**config.mk**
```make
export PLATFORM = sky130hd
export DESIGN_NAME = bus_match_unit
export DESIGN_NICKNAME = d
export VERILOG_FILES = /design/src/rtl/bmu_pkg.sv /design/src/rtl/bmu_regs.sv /design/src/rtl/bmu_lane.sv /design/src/rtl/bus_match_unit.sv
export SDC_FILE = /design/constraint.sdc
export NUM_CORES = 1
export LEC_CHECK = 0
export ABC_CLOCK_PERIOD_IN_PS = 5150
export BUFFER_PORTS_ARGS = -buffer_cell sky130_fd_sc_hd__buf_2
export CAP_MARGIN = 5
export CORE_ASPECT_RATIO = 0.75
export CORE_MARGIN = 1
export CORE_UTILIZATION = 38
export CTS_CLUSTER_SIZE = 40
export DETAILED_ROUTE_END_ITERATION = 8
export GPL_ROUTABILITY_DRIVEN = 0
export PLACE_DENSITY = 0.53
export SYNTH_ARGS = -nofsm -noshare
export SYNTH_HDL_FRONTEND = slang
export SYNTH_SLANG_ARGS = --single-unit
```
**constraint.sdc**
```tcl
create_clock -name clk -period 5.15 [get_ports clk]
set_input_delay 0.2575 -clock clk [delete_from_list [all_inputs] [get_ports clk]]
set_output_delay 0.2575 -clock clk [all_outputs]
set_load 0.05 [all_outputs]
```
**src/rtl/bmu_pkg.sv**
```systemverilog
// Package: shared types and register select codes for the bus match unit.
package bmu_pkg;

    // Operating mode of the comparator pair A/B.
    typedef enum logic [1:0] {
        MODE_SIMPLE   = 2'b00,
        MODE_INSIDE   = 2'b01,
        MODE_OUTSIDE  = 2'b10,
        MODE_SIMPLE_X = 2'b11
    } cmp_mode_e;

    // Per-lane control word: size qualifier, direction qualifier, enable.
    typedef struct packed {
        logic [1:0] size_q;
        logic [1:0] dir_q;
        logic       en;
    } lane_ctl_t;

    localparam int CTL_W = $bits(lane_ctl_t);

    // Configuration register select codes.
    localparam logic [3:0] SEL_A_ADDR = 4'd0;
    localparam logic [3:0] SEL_A_DATA = 4'd1;
    localparam logic [3:0] SEL_A_MASK = 4'd2;
    localparam logic [3:0] SEL_B_ADDR = 4'd3;
    localparam logic [3:0] SEL_C_ADDR = 4'd4;
    localparam logic [3:0] SEL_A_CTL  = 4'd5;
    localparam logic [3:0] SEL_B_CTL  = 4'd6;
    localparam logic [3:0] SEL_C_CTL  = 4'd7;
    localparam logic [3:0] SEL_MODE   = 4'd8;

endpackage

```
**src/rtl/bmu_regs.sv**
```systemverilog
// Module: bmu_regs
// Holds the comparator configuration: reference addresses, lane A data and
// care mask, per-lane control words and the pair mode.
// Assumes: single write port, ADDR_W and DATA_W not wider than CFG_W.
module bmu_regs
    import bmu_pkg::*;
#(
    parameter int ADDR_W = 16,
    parameter int DATA_W = 16,
    parameter int CFG_W  = 16
) (
    input  logic                   clk,
    input  logic                   rst_n,
    input  logic                   cfg_we,
    input  logic [3:0]             cfg_sel,
    input  logic [CFG_W-1:0]       cfg_wdata,
    output logic [2:0][ADDR_W-1:0] ref_addr,
    output logic [DATA_W-1:0]      ref_data,
    output logic [DATA_W-1:0]      care_mask,
    output lane_ctl_t [2:0]        lane_ctl,
    output cmp_mode_e              mode
);

    // Load the selected register on a write strobe; clear all on reset.
    always_ff @(posedge clk) begin
        if (!rst_n) begin
            ref_addr  <= '0;
            ref_data  <= '0;
            care_mask <= '0;
            lane_ctl  <= '0;
            mode      <= MODE_SIMPLE;
        end else if (cfg_we) begin
            case (cfg_sel)
                SEL_A_ADDR: ref_addr[0] <= cfg_wdata[ADDR_W-1:0];
                SEL_B_ADDR: ref_addr[1] <= cfg_wdata[ADDR_W-1:0];
                SEL_C_ADDR: ref_addr[2] <= cfg_wdata[ADDR_W-1:0];
                SEL_A_DATA: ref_data    <= cfg_wdata[DATA_W-1:0];
                SEL_A_MASK: care_mask   <= cfg_wdata[DATA_W-1:0];
                SEL_A_CTL:  lane_ctl[0] <= lane_ctl_t'(cfg_wdata[CTL_W-1:0]);
                SEL_B_CTL:  lane_ctl[1] <= lane_ctl_t'(cfg_wdata[CTL_W-1:0]);
                SEL_C_CTL:  lane_ctl[2] <= lane_ctl_t'(cfg_wdata[CTL_W-1:0]);
                SEL_MODE:   mode        <= cmp_mode_e'(cfg_wdata[1:0]);
                default: ;
            endcase
        end
    end

    logic unused_cfg;
    assign unused_cfg = ^cfg_wdata;

endmodule

```
**src/rtl/bmu_lane.sv**
```systemverilog
// Module: bmu_lane
// One comparator lane. Produces address relations against the lane's
// reference and a qualifier flag (valid, enable, direction, optional size,
// optional masked data). Purely combinational; the top registers results.
// Assumes: HAS_DATA / HAS_SIZE choose the variant at elaboration.
module bmu_lane
    import bmu_pkg::*;
#(
    parameter int ADDR_W   = 16,
    parameter int DATA_W   = 16,
    parameter bit HAS_DATA = 1'b0,
    parameter bit HAS_SIZE = 1'b0
) (
    input  logic              bus_valid,
    input  logic [ADDR_W-1:0] bus_addr,
    input  logic [DATA_W-1:0] bus_data,
    input  logic              bus_rnw,
    input  logic              bus_byte,
    input  logic [ADDR_W-1:0] ref_addr,
    input  logic [DATA_W-1:0] ref_data,
    input  logic [DATA_W-1:0] care_mask,
    input  lane_ctl_t         ctl,
    output logic              addr_eq,
    output logic              addr_lt,
    output logic              addr_gt,
    output logic              qual_ok
);

    logic dir_ok;
    logic size_ok;
    logic data_ok;

    // Address relations of the bus address against the reference.
    always_comb begin
        addr_eq = (bus_addr == ref_addr);
        addr_lt = (bus_addr <  ref_addr);
        addr_gt = (bus_addr >  ref_addr);
    end

    // Direction qualifier: 01 reads only, 10 writes only, else either.
    always_comb begin
        case (ctl.dir_q)
            2'b01:   dir_ok = bus_rnw;
            2'b10:   dir_ok = !bus_rnw;
            default: dir_ok = 1'b1;
        endcase
    end

    generate
        if (HAS_SIZE) begin : g_size
            // Size qualifier: 01 byte only, 10 word only, else either.
            always_comb begin
                case (ctl.size_q)
                    2'b01:   size_ok = bus_byte;
                    2'b10:   size_ok = !bus_byte;
                    default: size_ok = 1'b1;
                endcase
            end
        end else begin : g_nosize
            logic unused_size;
            assign unused_size = bus_byte ^ (^ctl.size_q);
            assign size_ok = 1'b1;
        end

        if (HAS_DATA) begin : g_data
            // Masked data compare: only cared-for bits must agree.
            assign data_ok = ~|((bus_data ^ ref_data) & care_mask);
        end else begin : g_nodata
            logic unused_data;
            assign unused_data = ^{bus_data, ref_data, care_mask};
            assign data_ok = 1'b1;
        end
    endgenerate

    // Combine all qualifiers into one lane flag.
    assign qual_ok = bus_valid & ctl.en & dir_ok & size_ok & data_ok;

endmodule

```
**src/rtl/bus_match_unit.sv**
```systemverilog
// Module: bus_match_unit
// Top: three comparator lanes on a CPU bus. Lane A (address + masked data),
// lane B (address, size qualifier), lane C (address). In range modes A and B
// form a [min,max] pair reported on match_a. Matches are registered and
// appear one cycle after the access.
// Assumes: one access per cycle, bus_valid low on free cycles.
module bus_match_unit
    import bmu_pkg::*;
#(
    parameter int ADDR_W = 16,
    parameter int DATA_W = 16
) (
    input  logic                                       clk,
    input  logic                                       rst_n,
    input  logic                                       cfg_we,
    input  logic [3:0]                                 cfg_sel,
    input  logic [((ADDR_W > DATA_W) ? ADDR_W : DATA_W)-1:0] cfg_wdata,
    input  logic                                       bus_valid,
    input  logic [ADDR_W-1:0]                          bus_addr,
    input  logic [DATA_W-1:0]                          bus_data,
    input  logic                                       bus_rnw,
    input  logic                                       bus_byte,
    output logic                                       match_a,
    output logic                                       match_b,
    output logic                                       match_c
);

    localparam int CFG_W   = (ADDR_W > DATA_W) ? ADDR_W : DATA_W;
    localparam int N_LANES = 3;

    logic [2:0][ADDR_W-1:0] ref_addr;
    logic [DATA_W-1:0]      ref_data;
    logic [DATA_W-1:0]      care_mask;
    lane_ctl_t [2:0]        lane_ctl;
    cmp_mode_e              mode;

    logic [N_LANES-1:0] eq, lt, gt, qual;
    logic nxt_a, nxt_b, nxt_c;
    logic in_range_mode;

    bmu_regs #(.ADDR_W(ADDR_W), .DATA_W(DATA_W), .CFG_W(CFG_W)) u_regs (
        .clk       (clk),
        .rst_n     (rst_n),
        .cfg_we    (cfg_we),
        .cfg_sel   (cfg_sel),
        .cfg_wdata (cfg_wdata),
        .ref_addr  (ref_addr),
        .ref_data  (ref_data),
        .care_mask (care_mask),
        .lane_ctl  (lane_ctl),
        .mode      (mode)
    );

    generate
        for (genvar i = 0; i < N_LANES; i++) begin : g_lane
            bmu_lane #(
                .ADDR_W   (ADDR_W),
                .DATA_W   (DATA_W),
                .HAS_DATA (i == 0),
                .HAS_SIZE (i == 1)
            ) u_lane (
                .bus_valid (bus_valid),
                .bus_addr  (bus_addr),
                .bus_data  (bus_data),
                .bus_rnw   (bus_rnw),
                .bus_byte  (bus_byte),
                .ref_addr  (ref_addr[i]),
                .ref_data  (ref_data),
                .care_mask (care_mask),
                .ctl       (lane_ctl[i]),
                .addr_eq   (eq[i]),
                .addr_lt   (lt[i]),
                .addr_gt   (gt[i]),
                .qual_ok   (qual[i])
            );
        end
    endgenerate

    logic unused_rel;
    assign unused_rel = lt[1] ^ lt[2] ^ gt[0] ^ gt[2];

    assign in_range_mode = (mode == MODE_INSIDE) || (mode == MODE_OUTSIDE);

    // Select the next match values according to the pair mode.
    always_comb begin
        case (mode)
            MODE_INSIDE:  nxt_a = qual[0] & !lt[0] & !gt[1];
            MODE_OUTSIDE: nxt_a = qual[0] & (lt[0] | gt[1]);
            default:      nxt_a = qual[0] & eq[0];
        endcase
        nxt_b = !in_range_mode & qual[1] & eq[1];
        nxt_c = qual[2] & eq[2];
    end

    // Register match pulses one cycle after the access.
    always_ff @(posedge clk) begin
        if (!rst_n) begin
            match_a <= 1'b0;
            match_b <= 1'b0;
            match_c <= 1'b0;
        end else begin
            match_a <= nxt_a;
            match_b <= nxt_b;
            match_c <= nxt_c;
        end
    end


    free_cycle_quiet_chk: assert property (@(posedge clk) disable iff (!rst_n)
        !$past(bus_valid) |-> !(match_a | match_b | match_c));


    range_b_silent_chk: assert property (@(posedge clk) disable iff (!rst_n)
        $past(in_range_mode) |-> !match_b);


    disabled_c_quiet_chk: assert property (@(posedge clk) disable iff (!rst_n)
        $past(!lane_ctl[2].en) |-> !match_c);


    c_dir_read_only_chk: assert property (@(posedge clk) disable iff (!rst_n)
        $past(lane_ctl[2].dir_q == 2'b01 && !bus_rnw) |-> !match_c);


    c_addr_hit_chk: assert property (@(posedge clk) disable iff (!rst_n)
        match_c |-> $past(bus_addr == ref_addr[2]));


    reset_clear_chk: assert property (@(posedge clk)
        $past(!rst_n) |-> !(match_a | match_b | match_c));

endmodule

```
# Word level (Yosys, flattened, before mapping)
# Cells that the tools add are included.
op_classes:
  n_reduce_logical: 18
  eq_ne: 21
  n_bitwise: 18
  n_lt_le_gt_ge: 2
  muxes: 5
op_table:
  columns: ["op", "count"]
  rows:
  - ["equality test 16 bit", 3]
  - ["AND reduction 2 bit", 9]
  - ["bitwise AND 16 bit", 1]
  - ["equality test 4 x 3 -> 1 bit (second input constant)", 4]
  - ["greater-than comparator 16 bit", 1]
  - ["< comparator 16 bit", 1]
  - ["OR reduction 16 bit", 1]
  - ["XOR 16 bit", 1]
  - ["bitwise AND 1 bit", 15]
  - ["equality test 2 x 1 -> 1 bit (second input constant)", 5]
  - ["equality test 2 bit (second input constant)", 5]
  - ["case mux 1 bit (2 select lines)", 5]
  - ["equality test 4 x 2 -> 1 bit (second input constant)", 2]
  - ["logical NOT 1 bit", 6]
  - ["equality test 4 x 1 -> 1 bit (second input constant)", 1]
  - ["equality test 4 bit (second input constant)", 1]
  - ["logical NOT 4 bit", 1]
  - ["logical OR 1 bit", 1]
  - ["OR 1 bit", 1]
totals:
  in_bits: 58
  out_inout_bits: 3
  register_bits: 96
  elab_cells: 80

# Depth between registers and ports, before layout
# Gate-level depths: netlist (run 1).
logic_depth:
  depth_word: 8
  depth_mapped: 8
  ltp_nobuf: 8

# Cells and area by module
# Synthesis (run 1) repeated with hierarchy kept, for this count alone.
hier_totals:
  cells_unflattened: 587
  hier_area_um2: 5380.2
modules_own_cells:
  columns: ["module", "seq_area_each_um2", "cells_each", "n_inst", "area_per_inst_um2"]
  rows:
  - ["bmu_regs", 1941.9, 342, 1, 3562.2]
  - ["bmu_lane at g_lane[0].u_lane", 0.0, 95, 1, 689.4]
  - ["bmu_lane at g_lane[1].u_lane", 0.0, 71, 1, 514.2]
  - ["bmu_lane at g_lane[2].u_lane", 0.0, 64, 1, 466.7]
  - ["bus_match_unit", 60.1, 15, 1, 147.6]

# Least setup slack after synthesis (run 1)
# Ideal clock, no wire load.
synth_timing:
  kind: "reg2reg"
  from: "register u_regs.ref_addr[14] (netlist bit)"
  to: "register match_a"
  synth_period_minus_slack_ns: 1.857
  n_path_buf: 0
  path_slack_ns: 3.293
  arrival_time_ns: 1.739
  required_ns: 5.031
  stages_incl_launch_ff: 9
  setup_time_ns: 0.119
  cell_sequence: "dfxtp_1 > inv_1 > ha_1 > a21oi_2 > nand2_1 > a221o_1 > a211o_1 > and2_0 > o221a_1"
synth_between:
  elab_chain_cells: 5
  word_cells_on_any_way: 9
  cone_classes: "order compare (1); eq/ne (1); mux (1); bitwise (5); reduce/logical (1)"
synth_rtl:
  columns: ["item", "line", "source"]
  rows:
  - ["start: declaration", "bmu_regs.sv:17", "output logic [2:0][ADDR_W-1:0] ref_addr,"]
  - ["< comparator 16 bit", "bmu_lane.sv:36", "addr_lt = (bus_addr < ref_addr);"]
  - ["logical NOT 1 bit", "bus_match_unit.sv:87", "MODE_INSIDE: nxt_a = qual[0] & !lt[0] & !gt[1];"]
  - ["bitwise AND 1 bit (2 in series)", "bus_match_unit.sv:87", null]
  - ["case mux 1 bit (2 select lines) (*)", "bus_match_unit.sv:86", "case (mode)"]
  - ["end signal: assignment", "bus_match_unit.sv:102", "match_a <= nxt_a;"]
  - ["end: declaration", "bus_match_unit.sv:23", "output logic match_a,"]
# Mark *: on every way between the ends. The rest lies on a longest branch, timed or not.
# A chain may end at the register's enable or synchronous reset.

# Worst setup path after layout (run 1)
layout_timing:
  from: "register u_regs.ref_addr[29] (netlist bit)"
  to: "register match_a"
layout_between:
  elab_chain_cells: 4
  word_cells_on_any_way: 6
  cone_classes: "order compare (1); mux (1); bitwise (3); reduce/logical (1)"
layout_rtl:
  columns: ["item", "line", "source"]
  rows:
  - ["greater-than comparator 16 bit (*)", "bmu_lane.sv:37", "addr_gt = (bus_addr > ref_addr);"]
  - ["OR 1 bit / logical NOT 1 bit (equally long branches)", "bus_match_unit.sv:88, bus_match_unit.sv:87", null]
  - ["bitwise AND 1 bit, on equally long branches", "bus_match_unit.sv:88, bus_match_unit.sv:87", null]
  - ["case mux 1 bit (2 select lines) (*)", "bus_match_unit.sv:86", null]
# Marks and branches as above.

==> metrics.md, run 1 <==
| Metric | Value |
|---|---|
| Status | `complete, no violations` |
| Clock transition at the registers of the reported paths | `0.07 ns` |
| Commonest register cell after synthesis | `dfxtp_1` |
| Fraction of layout cells with a size suffix above 1 | `roughly 15%` |
| Initial antenna violation count | `0` |
| CTS tree | `done` |
| Global Route Usage Sum | `19.9%` |
| Slowest cell on crit path | `nor3_1` |
| WHS | `around 0.23 ns` |
| Max-slew headroom at the worst pin | `26.4%` |
| Final setup vio count | `0` |
| Core Util, Final | `~45%` |
| Max Freq | `~0.45 GHz` |
| Vias in the first global route | `approximately 3.8k` |
| GRT overflow | `0` |
| Later-pin clock latency in the skew report | `~0.34 ns` |
| Final count of pins violating max slew | `0` |
| Clock sinks | `96` |
| Clock Skews | `between 0.008 and 0.009 ns` |
| First-pass GRT wire length | `~20000 um` |
| Worst-margin pin slew | `1.10 ns` |
| Die height | `around 100 um` |
| Mapped Cells | `574` |
| Final net count | `719` |
| Worst EP required | `~5.4 ns` |
| Core area | `13100 sq um` |
| Routed vias/inst | `about 4.9` |
| Count leader, synth | `nand2_1` |
| P&R area growth vs syn | `13.5%` |
| WP buf/inv | `1` |
| Post-synthesis sequential area ratio | `a little under two fifths` |
| Largest net degree at the start of global routing | `96` |
| Initial DRT Pass Iterations | `4` |
| CTS Buf Count | `9` |
| DRC Markers | `0` |
| Num rows | `36` |
| Max rail drop VDD | `around 0.00015 V` |
| Max H-tree Level | `3` |
| Power, Total | `around 1.6 mW` |
| Initial DRC count | `approximately 200` |
| PwrDens | `~270 nW/um^2` |
| Non-filler cells, final | `795` |
| Maximum root-to-sink buffer count | `2` |
| Net count after synthesis | `approximately 670` |
| Unique masters post-synth | `47` |
| CP most frequent cell | `nand4_1` |
| Postcts setup bufs | `0` |
| Hold Path Class | `input port to flip-flop` |
| Hold buffer count at cts | `0` |
| Root buf cell | `clkbuf_16` |
| Unrepaired setup endpoints after global routing | `false` |
| EDFF count, synth | `0` |
| Post-synthesis register bit count | `96` |
| Die W | `about 140 um` |
| Crit share post-route | `42.9%` |
| Post-route ant nets | `0` |
| Syn avg cell area | `around 8.9 sq um` |
| Post-Route WL | `approximately 13000 um` |
| Mapped Area | `approximately 5000 sq um` |
| Post-CTS Resized | `0` |
| YS warnings | `0` |
| FFs w/ async S/R, synth | `0%` |
| CP top delay family | `simple AND/OR/NAND/NOR gates` |
| Synth area leaders | `dfxtp_1, ha_1, mux2i_1` |
| I/O Buffers | `60` |
| IO Pins | `61` |
| # fillers | `~1.3k` |
| Pleak | `around 2.4 nW` |
| WL per Instance | `roughly 16 um` |
| Area leader, netlist | `dfxtp_1` |
| Diodes inserted | `0` |
| Synth top area share | `a little under two fifths` |
| # placed instances | `a little under 800` |
| DP HPWL | `between 9000 and 10000 um` |
| Setup_tns | `0 ns` |
| Max-capacitance violation count | `0` |
| Startpoint Class | `flip-flop` |
| Vias | `between 3k and 4k` |
| Final Hold Violating Endpoints | `0` |
| Endpoint class of the critical path | `flip-flop` |
| Initial core utilization | `between 30% and 40%` |
| Crit path cell chain | `inv_1 -> ha_1 -> nand4_1 -> nor3_1 -> nand4_1 -> o41ai_1 -> a21boi_0 -> o221a_1` |
| Tmin final | `between 2 and 2.5 ns` |
| CP max stage delay | `0.41 ns` |
| Arrival @ worst endpoint | `roughly 2.4 ns` |
| Die footprint | `approximately 14000 sq um` |
| R2R setup slack | `just under 3 ns` |
| Worst Setup Path Type | `flip-flop to flip-flop` |
| Synth cell count leaders | `nand2_1, dfxtp_1, a21boi_0, nor2b_1` |
| Max FO, Critical Path | `2` |
[cell usage in the layout, fill, tap and decap left out, types with 9 or more instances in the layout]
| cell | n |
|---|---|
| xor2_1 | 27 |
| inv_1 | 43 |
| nand2_1 | 111 |
| a21oi_1 | 12 |
| mux2i_1 | 43 |
| dfxtp_1 | 96 |
| nand4_1 | 10 |
| nor2b_1 | 45 |
| a21boi_0 | 50 |
| clkbuf_16 | 9 |
| buf_2 | 60 |
| ha_1 | 42 |
[final timing paths]
kind,from,cells past startpoint,endpoint
max,u_regs.ref_addr[29],8,match_a
min,cfg_wdata[5],3,u_regs.ref_addr[37]
max reg2reg,u_regs.ref_addr[29],8,match_a
min reg2reg,u_regs.ref_addr[10],2,u_regs.ref_addr[10]
[through the flow]
step,area [sq um],worst slack (ns)
global placement,5520,2.90
global route,5810,2.77
floorplan,5120,3.29
finish,5810,2.94
CTS,5810,2.90
detailed placement,5520,2.87
[layer usage]
layer	track usage, %	vias up	wire (um)
met1	28.3	1830	6880
li1	-	2004	-
met2	30.7	55	5570
met5	0	-	0
met4	3.59	0	70
met3	4.77	6	424
[registers in the layout, summed over array words and instances (netlist names)]
name,flops
u_regs.care_mask,16
match_a,1
match_b,1
u_regs.ref_addr,48
u_regs.ref_data,16
match_c,1
u_regs.mode,2
u_regs.lane_ctl,11
[layout make-up]
class / count / area [sq um] / area share, %
clock buffers: 11 / 253 / 4.35
clock inverters: 5 / 38.8 / 0.667
inverters: 43 / 161 / 2.78
multi-input cells: 407 / 2910 / 50.0
flip-flops and latches: 96 / 1920 / 33.1
well taps: 171 / 214 / 3.68
repair buffers: 62 / 315 / 5.42
[power breakdown]
| part | leakage [nW] | total (mW) | switching (mW) | internal [mW] |
|---|---|---|---|---|
| clock network | 0.143 | 0.660 | 0.302 | 0.358 |
| logic | 1.45 | 0.155 | 0.0895 | 0.0655 |
| registers | 0.775 | 0.757 | 0.00544 | 0.751 |
[cell families (layout without fill, tap and decap cells)]
group | Yosys count | in the layout | share of synthesized area, %
muxes | 46 | 46 | 9.06
xor gates and xnor gates | 32 | 32 | 5.47
and+or+nand+nor | 198 | 198 | 19.0
AOI/OAI and AO/OA | 89 | 89 | 13.0
DFF | 96 | 96 | 37.5
adders and majority gates | 42 | 42 | 10.3
buffers and inverters | 71 | 121 | 5.71
[worst reg2reg max path, stage by stage (launching register included)]
cell and delay [ns]:
dfxtp_1 0.34, inv_1 0.05, ha_1 0.29, nand4_1 0.17, nor3_1 0.41, nand4_1 0.26
o41ai_1 0.15, a21boi_0 0.15, o221a_1 0.26
No activity file was read; power rests on OpenSTA's default activity.
==> run 2: changes to the inputs <==
- ABC_CLOCK_PERIOD_IN_PS: 5150 -> 2300
- clock period: 5.15 -> 2.3 ns (I/O delays scaled with it)
==> run 2 against run 1 <==
Global-route usage is 0.37 points higher. Power rose by 140%. Clock skew shrank 0.0050 ns. Critical endpoint unchanged. Largest cell class unchanged.
==> metrics.md, run 2 (synthesis results as in run 1) <==
| Metric | Value |
|---|---|
| Status | `complete, no violations` |
| WL per Instance | `16.1 um` |
| Worst Slack Setup Final | `0.332 ns` |
| Max-capacitance violation count | `0` |
| Clock transition at the registers of the reported paths | `0.07 ns` |
| Max-slew headroom at the worst pin | `52.1%` |
| Diodes inserted | `0` |
| Root buf cell | `clkbuf_16` |
| Die W | `136 um` |
| Postcts setup bufs | `0` |
| Later-pin clock latency in the skew report | `0.34 ns` |
| Tmin final | `between 1.5 and 2 ns` |
| Hold buffer count at cts | `0` |
| Crit path to | `match_a` |
| Maximum root-to-sink buffer count | `2` |
| # placed instances | `roughly 790` |
| Post-Route WL | `12900 um` |
| Most common cell after layout, fill and taps aside | `nand2_1` |
| DP HPWL | `~9600 um` |
| GRT overflow | `0` |
| CTS tree | `done` |
| Largest net degree at the start of global routing | `60` |
| Worst r2r src | `u_regs.ref_addr[14]` |
| # fillers | `around 1.3k` |
| Endpoint class of the critical path | `flip-flop` |
| Vias in the first global route | `between 3k and 4k` |
| RR Endpoint | `match_a` |
| Regs by FF count | `u_regs.ref_addr: 48 flops, u_regs.care_mask: 16 flops, u_regs.ref_data: 16 flops` |
| CTS Buf Count | `9` |
| Max H-tree Level | `3` |
| P&R area growth vs syn | `15.1%` |
| Worst Setup Path Type | `flip-flop to flip-flop` |
| I/O Buffers | `60` |
| DRC Markers | `0` |
| Core Util, Final | `between 40 and 50%` |
| Num rows | `36` |
| Max reg flops | `48` |
| Clock sinks | `96` |
| Crit share post-route | `between 80% and 90%` |
| Routed vias/inst | `4.81` |
| Vias | `roughly 3.9k` |
| Initial DRC count | `roughly 150` |
| First-pass GRT wire length | `21100 um` |
| Initial DRT Pass Iterations | `4` |
| Most frequent cells in the layout | `nand2_1, dfxtp_1, buf_2` |
| IO Pins | `61` |
| Post-Place Setup Slack | `0.341 ns` |
| WHS | `0.0781 ns` |
| Startpoint Class | `flip-flop` |
| Post-CTS Resized | `0` |
| Die height | `about 100 um` |
| Initial core utilization | `between 30% and 40%` |
| Worst-margin pin slew | `slightly above 0.7 ns` |
| Final Hold Violating Endpoints | `0` |
| Unrepaired setup endpoints after global routing | `false` |
| Final count of pins violating max slew | `0` |
| Die footprint | `between 10000 and 15000 sq um` |
| Fin area | `approximately 5900 sq um` |
| Post-DP Area | `5570 sq um` |
| Max FO, Critical Path | `3` |
| Setup_tns | `0 ns` |
| Initial antenna violation count | `0` |
| Max Freq | `0.508 GHz` |
| Worst EP required | `2.53 ns` |
| Storage element area | `~1900 sq um` |
| Hold Path Class | `input port to flip-flop` |
| Multi-input logic area | `between 2000 and 3000 sq um` |
| Final setup vio count | `0` |
| Max rail drop VDD | `0.000394 V` |
| R2r worst-path depth | `8` |
| Global Route Usage Sum | `around a fifth` |
| Pleak | `2.42 nW` |
| Power, Total | `between 3 and 4 mW` |
| Worst Setup SP | `u_regs.ref_addr[14]` |
| PwrDens | `~630 nW/um^2` |
| Core area | `around 13000 sq um` |
| Clock Skews | `0.00315 ns` |
| Non-filler cells, final | `about 800` |
| R2R setup slack | `around 0.33 ns` |
| Largest reg by FF count | `u_regs.ref_addr` |
| Final net count | `725` |
| Post-route ant nets | `0` |
| Arrival @ worst endpoint | `around 2.2 ns` |
| Fraction of layout cells with a size suffix above 1 | `roughly 15%` |
-- run 2: cell types whose count changed in the layout (fill, tap and decap cells not counted), sizes merged --
cell	previous run	this run
clkinv	2	3
bufinv	0	2
buf	62	68
clkinvlp	1	0
inv	45	43
-- run 2: power by group --
part	switching [mW]	total [mW]	internal [mW]	leakage, nW
registers	0.0121	1.69	1.68	0.775
clock network	0.648	1.66	1.01	0.165
logic	0.200	0.347	0.147	1.48
-- run 2: worst max-delay path: stages (launching register included) --
cell,delay [ns]
dfxtp_1,0.33
inv_1,0.04
ha_1,0.31
a21oi_2,0.16
nand2_1,0.06
a221o_1,0.34
a211o_1,0.24
and2_0,0.15
o221a_1,0.23
-- run 2: worst min-delay path by stage --
stage | from | to | slack [ns] | depth (start not counted)
2_1_floorplan | cfg_wdata[10] | u_regs.ref_addr[10] | 0.25 | 2
6_report | cfg_wdata[7] | u_regs.ref_addr[39] | 0.08 | 3
4_1_cts | cfg_wdata[7] | u_regs.ref_addr[39] | 0.07 | 3
3_5_place_dp | cfg_wdata[7] | u_regs.ref_addr[39] | 0.44 | 3
5_1_grt | bus_valid | match_c | 0.08 | 3
3_3_place_gp | cfg_wdata[10] | u_regs.ref_addr[10] | 0.43 | 3
-- run 2: cell type report --
type / instances / share of cell area (%)
inverters: 43 / 2.74
multi-input cells: 407 / 49.3
clock inverters: 5 / 1.34
repair buffers: 68 / 6.11
clock buffers: 11 / 4.29
flip-flops and latches: 96 / 32.6
well taps: 171 / 3.63
-- run 2: layer usage --
layer | up-vias | share of wire [%] | GRT usage, %
li1 | 2017 | - | -
met1 | 1769 | 52 | 29.4
met2 | 57 | 43 | 31.3
met3 | 7 | 4.4 | 3.54
met4 | 0 | 0.67 | 4.27
met5 | - | 0 | 0
